$ cat config.mk
export PLATFORM = sky130hd
export DESIGN_NAME = fe_readout_seq
export DESIGN_NICKNAME = d
export VERILOG_FILES = /design/src/rtl/fe_seq_pkg.sv /design/src/rtl/fe_adc_shift.sv /design/src/rtl/fe_adc_frame.sv /design/src/rtl/fe_seq_ctrl.sv /design/src/rtl/fe_readout_seq.sv
export SDC_FILE = /design/constraint.sdc
export NUM_CORES = 1
export LEC_CHECK = 0
export BUFFER_PORTS_ARGS = -buffer_cell sky130_fd_sc_hd__clkbuf_2
export CAP_MARGIN = 10
export CORE_UTILIZATION = 49
export CTS_BUF_LIST = sky130_fd_sc_hd__clkbuf_16
export DETAILED_ROUTE_END_ITERATION = 16
export PLACE_DENSITY = 0.76
export SETUP_SLACK_MARGIN = 0.3
export SLEW_MARGIN = 20
export SYNTH_ARGS = -nofsm -noshare
export SYNTH_HDL_FRONTEND = slang
export SYNTH_SLANG_ARGS = --single-unit
$ cat constraint.sdc
create_clock -name clk -period 6.6 [get_ports clk]
set_input_delay 0 -clock clk [delete_from_list [all_inputs] [get_ports clk]]
set_output_delay 0 -clock clk [all_outputs]
set_load 0.005 [all_outputs]
$ cat src/rtl/fe_seq_pkg.sv
package fe_seq_pkg;
  typedef enum logic [2:0] {
    SQ_IDLE,
    SQ_WAIT,
    SQ_STEP_HI,
    SQ_STEP_LO,
    SQ_CONV,
    SQ_FIN
  } seq_state_t;
endpackage

$ cat src/rtl/fe_adc_shift.sv
// Serial-in capture register for one chain; keeps only the newest W bits,
// so leading bits of a longer frame fall out of the top.
module fe_adc_shift #(
  parameter int W = 12
) (
  input  logic         clk,
  input  logic         rst,
  input  logic         en,
  input  logic         din,
  output logic [W-1:0] q
);
  always_ff @(posedge clk) begin
    if (rst) q <= '0;
    else if (en) q <= {q[W-2:0], din};
  end
endmodule

$ cat src/rtl/fe_adc_frame.sv
// One framed serial conversion on all chains at once.
module fe_adc_frame #(
  parameter int N_CHAINS   = 2,
  parameter int FRAME_CLKS = 16,
  parameter int ADC_BITS   = 12,
  localparam int PH_W      = $clog2(2 * FRAME_CLKS),
  localparam int DATA_W    = N_CHAINS * ADC_BITS
) (
  input  logic                clk,
  input  logic                rst,
  input  logic                start,
  input  logic [N_CHAINS-1:0] sdata_i,
  output logic                cs_o,
  output logic                sclk_o,
  output logic                done_o,
  output logic [DATA_W-1:0]   data_o
);
  localparam logic [PH_W-1:0] PH_LAST = PH_W'(2 * FRAME_CLKS - 1);

  logic            act;
  logic [PH_W-1:0] ph;
  logic            smp_en;

  // capture on the cycle that raises the serial clock
  assign smp_en = act & ~ph[0];

  always_ff @(posedge clk) begin
    if (rst) begin
      act    <= 1'b0;
      ph     <= '0;
      cs_o   <= 1'b1;
      sclk_o <= 1'b0;
      done_o <= 1'b0;
    end else begin
      done_o <= 1'b0;
      if (!act) begin
        if (start) begin
          act  <= 1'b1;
          cs_o <= 1'b0;
          ph   <= '0;
        end
      end else begin
        ph <= ph + PH_W'(1);
        if (!ph[0]) begin
          sclk_o <= 1'b1;
        end else begin
          sclk_o <= 1'b0;
          if (ph == PH_LAST) begin
            act    <= 1'b0;
            cs_o   <= 1'b1;
            done_o <= 1'b1;
            ph     <= '0;
          end
        end
      end
    end
  end

  for (genvar c = 0; c < N_CHAINS; c++) begin : g_chain
    fe_adc_shift #(.W(ADC_BITS)) u_sh (
      .clk (clk),
      .rst (rst),
      .en  (smp_en),
      .din (sdata_i[c]),
      .q   (data_o[c*ADC_BITS +: ADC_BITS])
    );
  end
endmodule

$ cat src/rtl/fe_seq_ctrl.sv
// Trigger, hold timing, token stepping, chip reset and sample hand-off.
module fe_seq_ctrl
  import fe_seq_pkg::*;
#(
  parameter int N_CH       = 192,
  parameter int DLY_W      = 16,
  parameter int RST_CYCLES = 4,
  parameter int DATA_W     = 24,
  localparam int CH_W      = (N_CH > 1) ? $clog2(N_CH) : 1,
  localparam int RC_W      = $clog2(RST_CYCLES + 1)
) (
  input  logic              clk,
  input  logic              rst,
  input  logic              trig_i,
  input  logic [DLY_W-1:0]  dly_i,
  input  logic              adc_done,
  input  logic [DATA_W-1:0] adc_data,
  output logic              adc_start,
  output logic              chip_rst_o,
  output logic              hold_o,
  output logic              tok_o,
  output logic              mux_clk_o,
  output logic              fifo_wr_o,
  output logic [CH_W-1:0]   fifo_ch_o,
  output logic [DATA_W-1:0] fifo_data_o,
  output logic              busy_o,
  output logic              done_o
);
  localparam logic [CH_W-1:0] LAST_CH  = CH_W'(N_CH - 1);
  localparam logic [RC_W-1:0] RC_LAST  = RC_W'(RST_CYCLES);
  localparam logic [DLY_W:0]  ONE_D    = (DLY_W + 1)'(1);

  seq_state_t       st;
  logic [DLY_W-1:0] dcnt;
  logic [CH_W-1:0]  ch;
  logic [RC_W-1:0]  rcnt;

  always_ff @(posedge clk) begin
    if (rst) begin
      st          <= SQ_IDLE;
      dcnt        <= '0;
      ch          <= '0;
      rcnt        <= '0;
      chip_rst_o  <= 1'b1;
      busy_o      <= 1'b1;
      hold_o      <= 1'b0;
      tok_o       <= 1'b0;
      mux_clk_o   <= 1'b0;
      adc_start   <= 1'b0;
      fifo_wr_o   <= 1'b0;
      fifo_ch_o   <= '0;
      fifo_data_o <= '0;
      done_o      <= 1'b0;
    end else begin
      adc_start <= 1'b0;
      fifo_wr_o <= 1'b0;
      done_o    <= 1'b0;

      if (chip_rst_o) begin
        rcnt <= rcnt + RC_W'(1);
        if (rcnt == RC_LAST) begin
          chip_rst_o <= 1'b0;
          busy_o     <= 1'b0;
        end
      end

      case (st)
        SQ_IDLE: begin
          if (trig_i && !busy_o) begin
            st     <= SQ_WAIT;
            busy_o <= 1'b1;
            dcnt   <= '0;
            ch     <= '0;
          end
        end
        SQ_WAIT: begin
          dcnt <= dcnt + DLY_W'(1);
          if (({1'b0, dcnt} + ONE_D) >= {1'b0, dly_i}) begin
            hold_o <= 1'b1;
            tok_o  <= 1'b1;
            st     <= SQ_STEP_HI;
          end
        end
        SQ_STEP_HI: begin
          mux_clk_o <= 1'b1;
          st        <= SQ_STEP_LO;
        end
        SQ_STEP_LO: begin
          mux_clk_o <= 1'b0;
          tok_o     <= 1'b0;
          adc_start <= 1'b1;
          st        <= SQ_CONV;
        end
        SQ_CONV: begin
          if (adc_done) begin
            fifo_wr_o   <= 1'b1;
            fifo_data_o <= adc_data;
            fifo_ch_o   <= ch;
            if (ch == LAST_CH) begin
              st <= SQ_FIN;
            end else begin
              ch <= ch + CH_W'(1);
              st <= SQ_STEP_HI;
            end
          end
        end
        SQ_FIN: begin
          hold_o <= 1'b0;
          done_o <= 1'b1;
          busy_o <= 1'b0;
          st     <= SQ_IDLE;
        end
        default: st <= SQ_IDLE;
      endcase
    end
  end
endmodule

$ cat src/rtl/fe_readout_seq.sv
module fe_readout_seq #(
  parameter int N_CHAINS        = 2,
  parameter int CHIPS_PER_CHAIN = 3,
  parameter int CH_PER_CHIP     = 64,
  parameter int ADC_BITS        = 12,
  parameter int FRAME_CLKS      = 16,
  parameter int DLY_W           = 16,
  parameter int RST_CYCLES      = 4,
  localparam int CH_PER_CHAIN   = CHIPS_PER_CHAIN * CH_PER_CHIP,
  localparam int CH_W           = (CH_PER_CHAIN > 1) ? $clog2(CH_PER_CHAIN) : 1,
  localparam int DATA_W         = N_CHAINS * ADC_BITS
) (
  input  logic                clk,
  input  logic                rst,
  input  logic                trig_i,
  input  logic [DLY_W-1:0]    hold_dly_i,
  output logic                chip_rst_o,
  output logic                hold_o,
  output logic                tok_o,
  output logic                mux_clk_o,
  output logic                adc_cs_o,
  output logic                adc_sclk_o,
  input  logic [N_CHAINS-1:0] adc_sdata_i,
  output logic                fifo_wr_o,
  output logic [CH_W-1:0]     fifo_ch_o,
  output logic [DATA_W-1:0]   fifo_data_o,
  output logic                busy_o,
  output logic                done_o
);
  logic              adc_start;
  logic              adc_done;
  logic [DATA_W-1:0] adc_data;

  fe_seq_ctrl #(
    .N_CH       (CH_PER_CHAIN),
    .DLY_W      (DLY_W),
    .RST_CYCLES (RST_CYCLES),
    .DATA_W     (DATA_W)
  ) u_ctrl (
    .clk         (clk),
    .rst         (rst),
    .trig_i      (trig_i),
    .dly_i       (hold_dly_i),
    .adc_done    (adc_done),
    .adc_data    (adc_data),
    .adc_start   (adc_start),
    .chip_rst_o  (chip_rst_o),
    .hold_o      (hold_o),
    .tok_o       (tok_o),
    .mux_clk_o   (mux_clk_o),
    .fifo_wr_o   (fifo_wr_o),
    .fifo_ch_o   (fifo_ch_o),
    .fifo_data_o (fifo_data_o),
    .busy_o      (busy_o),
    .done_o      (done_o)
  );

  fe_adc_frame #(
    .N_CHAINS   (N_CHAINS),
    .FRAME_CLKS (FRAME_CLKS),
    .ADC_BITS   (ADC_BITS)
  ) u_adc (
    .clk     (clk),
    .rst     (rst),
    .start   (adc_start),
    .sdata_i (adc_sdata_i),
    .cs_o    (adc_cs_o),
    .sclk_o  (adc_sclk_o),
    .done_o  (adc_done),
    .data_o  (adc_data)
  );
endmodule

# Word-level counts from Yosys, hierarchy flattened
# Cells that the tools add are included.
# totals
reg_bits	103
latch_bits	0
mem_bits_rw	0
romBits	0
inputBits	21
wordCells	101
n_memories	0
# op_classes
addsub	5
multipliers	0
div_mod_pow	0
order_cmp	1
eq_ne	14
n_shift	0
muxes	38
bitwise_logic	4
reduce_logical	18
# ops
cell	n
$pmux 16 s2	1
$mux 8	3
$mux 5	4
$mux 1	19
$add 16x1->17 const B	1
$ge 17x16->1	1
$add 16x1->16 const B	1
$mux 16	1
$pmux 8 s2	1
$pmux 3 s5	1
$mux 3	4
$reduce_bool 2->1	6
$eq 3x3->1 const B	3
$add 8x1->8 const B	1
$eq 8x8->1 const B	1
$pmux 1 s2	4
$reduce_and 2->1	4
$eq 3x2->1 const B	2
$ne 2x1->1 const B	3
$ne 2x2->1 const B	3
$reduce_and 3->1	2
$add 5x1->5 const B	1
$eq 5x5->1 const B	1
$reduce_and 4->1	1
other kinds (9)	11

# Longest topological paths before layout
# logic_depth
word_depth	5
ltp_mapped	11

# Modules after synthesis
# Synthesis repeated with hierarchy kept, for this count alone.
# hier_totals
hier_cells	557
hier_area_um2	4665.7
# modules_own_cells
module	n_inst	cells_per_inst	area_each_um2
fe_seq_ctrl	1	437	3438.3
fe_adc_shift	2	38	420.4
fe_adc_frame	1	44	386.6

# Worst setup path after synthesis
# OpenSTA, ideal clock, no wires.
# synth_timing
path_kind	flip-flop to flip-flop
from	reg u_ctrl.dcnt[2]
to	reg u_ctrl.hold_o
arrival_time_ps	2447
required_ps	6514
slack_ps	4068
stages_incl_launch_ff	10
n_path_buf	0
cell_sequence	dfxtp_1 > nand3_2 > nor4_4 > and3_1 > xor2_1 > ha_1 > nand3_1 > nor4_1 > a21oi_1 > a211oi_1
# synth_between
elab_chain_len	4
# synth_rtl
item	line	source
start: declaration	fe_seq_ctrl.sv:34	logic [DLY_W-1:0] dcnt;
start signal: assignment	fe_seq_ctrl.sv:77	dcnt <= dcnt + DLY_W'(1);
$add 16x1->17	fe_seq_ctrl.sv:78	if (({1'b0, dcnt} + ONE_D) >= {1'b0, dly_i}) begin
$ge 17x16->1	fe_seq_ctrl.sv:78	
$ne 2x1->1 (no line)	-	
$reduce_and 2->1 (no line)	-	
end signal: assignment	fe_seq_ctrl.sv:46	hold_o <= 1'b0;
end signal: assignment	fe_seq_ctrl.sv:79	hold_o <= 1'b1;
end signal: assignment	fe_seq_ctrl.sv:108	hold_o <= 1'b0;
end: declaration	fe_seq_ctrl.sv:20	output logic hold_o,
# No other way between the ends.
# A chain may end at the register's enable or synchronous reset.

# Final worst setup path
# layout_timing
from	reg u_ctrl.dcnt[0]
to	reg u_ctrl.hold_o
# The elaborated chain is that of the path after synthesis.

==> metrics <==
outcome finished clean; clock root cell clkbuf_16; DR vias around 4000; drt wl/cell between 10 and 15 um; layout cell share with drive strength beyond 1 0.137; die width 99.6 um; combinational fraction of design power 0.113; final WL 9440 um; first-pass GRT wire length 16000 um; post-synth top area cell dfxtp_1; clock skew about 13 ps; switching power ~0.00036 W; vias in the first global route 3569; H-tree depth 3; Worst-Margin Slew 995 ps; worst-case vdd ir drop between 100 and 150 uV; post-synth net total 631; DR vias/cell 5.22; Area contributors post-synth dfxtp_1 44%, nand2_1 12%, a21oi_1 10%; worst setup margin about 3600 ps; Crit path largest cell delay 660 ps; Seq/Total Area, Yosys 0.442; Crit path max-delay family simple AND/OR/NAND/NOR gates; setup TNS 0 ps; Switching Fraction 0.276; Clk pwr share 0.393; crit path time final around 3000 ps; GR Util All Layers 0.197; DRT antenna net count 0; max cap viols 0; hold_buf cts 2; sequential share of power 0.494; filler instances between 800 and 900; Slew HR 0.334; Clock Path Buffers 2; RSZ-0062 raised after global routing false; most frequent cells in the layout 144 x nand2_1, 103 x dfxtp_1, 96 x a21oi_1, 61 x clkbuf_2, 35 x nor2_1; first drt pass iteration count 5; Unique masters post-synth 48; #FFs+latches synth 103; asr flop ratio synth 0; clock latency on the worst-skew pair 340 ps; Detailed Route Iter0 Violations about 190; clk sink count around 100; initial antenna violation count 0; hold path depth 5; synth warn 0; CP max FO 6; crit start category flip-flop; Avg Synthesized Cell Area slightly below 8 sq um; worst hold path type in2reg; area grow syn2layout 14.1%; I/O pins 62; gpl congestion 0.802; Critical Path RT between 6000 and 7000 ps; total CTS buffers 9; Core Area a little over 9000 sq um; fin crit share 0.459; worst endpoint data arrival time 3290 ps; die area between 9000 and 10000 sq um; R2R depth 10; slowest stage cell on the critical path nor4_1; CTS resizes 0; hpwl dp 6480 um; Critical Path Stages 10; CTS clk-pin slew, worst paths approximately 70 ps; power density over the cells about 250 nW/um^2; postcts setup bufs 0; Synth Cell Area about 4700 sq um; Final Setup Violations 0; CP Buf/Inv Count 0; Post-synth EDFFs 0; initial core utilization 0.505; residual DRC count 0; nets@finish about 680; TritonCTS clock tree built; Top FF cell, synth dfxtp_1; worst-path cell chain ha_1 -> nand3_1 -> nor3_2 -> nand2_1 -> xnor2_1 -> ha_1 -> nand3_1 -> nor4_1 -> a21oi_1 -> a211oi_1; largest net degree at the start of global routing 92; max-slew violation count 0; std cell rows 35; Post-Place Worst Slack roughly 3600 ps; Lkg Pwr ~2.1 nW; Die Y-Extent approximately 100 um; Achievable Freq around 330 MHz; Cells after Synth 588; Crit Path Category reg2reg; worst hold slack 215 ps; # diodes 0; most common cell after layout, fill and taps aside nand2_1; Worst setup EP type flip-flop; top cell type's share of synthesized area 0.442; placed inst area roughly 5000 sq um; final instance area ~5300 sq um; total congestion overflow 0; cell-internal power 0.000948 W; Final Hold Viols 0; Port Buffers between 60 and 70
==> cell families after synthesis <==
family	Yosys count	synth area share
mux	1	0.00215
buf+inv	54	0.0459
xor+xnor	22	0.0413
flops	103	0.442
fa+ha+maj	22	0.0590
compound gates	143	0.174
simple gates	243	0.236
==> synthesized netlist by cell type (all sizes together) (2+ instances only) <==
master,instances
a311oi,2
nand3,13
a21oi,96
o22ai,3
nor4,4
o21ai,20
xor2,7
xnor2,15
ha,22
or3,8
nor2b,5
a211oi,4
nand2b,7
a41o,2
clkbuf,25
a31oi,4
nor2,36
a22oi,2
a21o,3
nand2,144
buf,7
and2,2
nor3,6
and3,8
nor3b,4
inv,22
dfxtp,103
==> path summary, 6_finish.rpt <==
check	end	startpoint	slack, ps
worst max-delay path	u_ctrl.hold_o	u_ctrl.dcnt[0]	3570
worst min-delay path	u_ctrl.st[1]	trig_i	220
worst min register to register	u_ctrl.fifo_data_o[15]	u_ctrl.fifo_data_o[15]	450
worst max register to register	u_ctrl.hold_o	u_ctrl.dcnt[0]	3570
==> metal layers <==
metal / GRT usage / part of all wire / up-vias
met3: 0.0288 / 0.033 / 12
met2: 0.326 / 0.47 / 84
li1: - / - / 2081
met1: 0.258 / 0.48 / 1825
met5: 0 / 0 / -
met4: 0.0826 / 0.016 / 0
==> final cells by class <==
| type | count | area (sq um) | share of cell area |
|---|---|---|---|
| Tap cell | 129 | 161 | 0.0303 |
| Clock inverter | 7 | 61.3 | 0.0115 |
| Sequential cell | 103 | 2060 | 0.387 |
| Timing Repair Buffer | 65 | 340 | 0.0639 |
| Multi-Input combinational cell | 431 | 2390 | 0.449 |
| Clock buffer | 9 | 225 | 0.0423 |
| Inverter | 22 | 82.6 | 0.0155 |
==> registers in the layout, summed over array words and instances, names as in the netlist <==
signal	count
u_adc.g_chain.u_sh.q	24
u_ctrl.fifo_data_o	24
u_ctrl.dcnt	16
u_ctrl.ch	8
u_ctrl.fifo_ch_o	8
u_adc.ph	5
u_ctrl.rcnt	3
u_ctrl.st	3
u_adc.act	1
u_adc.cs_o	1
u_adc.done_o	1
u_adc.sclk_o	1
u_ctrl.adc_start	1
u_ctrl.busy_o	1
u_ctrl.chip_rst_o	1
u_ctrl.done_o	1
u_ctrl.fifo_wr_o	1
u_ctrl.hold_o	1
u_ctrl.mux_clk_o	1
u_ctrl.tok_o	1
==> power by group through the flow <==
stage / combinational, W / clock [W] / sequential [W]
detailed placement: 0.000146 / 0 / 0.000661
global placement: 0.000143 / 0 / 0.000660
CTS: 0.000148 / 0.000525 / 0.000647
finish: 0.000148 / 0.000514 / 0.000647
floorplan: 0.000118 / 0 / 0.000653
global route: 0.000172 / 0.000550 / 0.000649
==> tightest hold or removal path, stage by stage <==
cell	delay, ps
clkbuf_2	80
or3b_1	170
a31oi_1	120
o21ai_0	90
a21oi_1	40
==> per-stage QoR <==
step	std cells	power [W]	util
2_1_floorplan	588	0.000771	-
4_1_cts	766	0.00132	0.576
3_3_place_gp	748	0.000804	0.543
3_5_place_dp	748	0.000808	0.543
6_report	766	0.00131	0.576
5_1_grt	766	0.00137	0.576
Note: power is estimated with default switching activity, not from simulation.
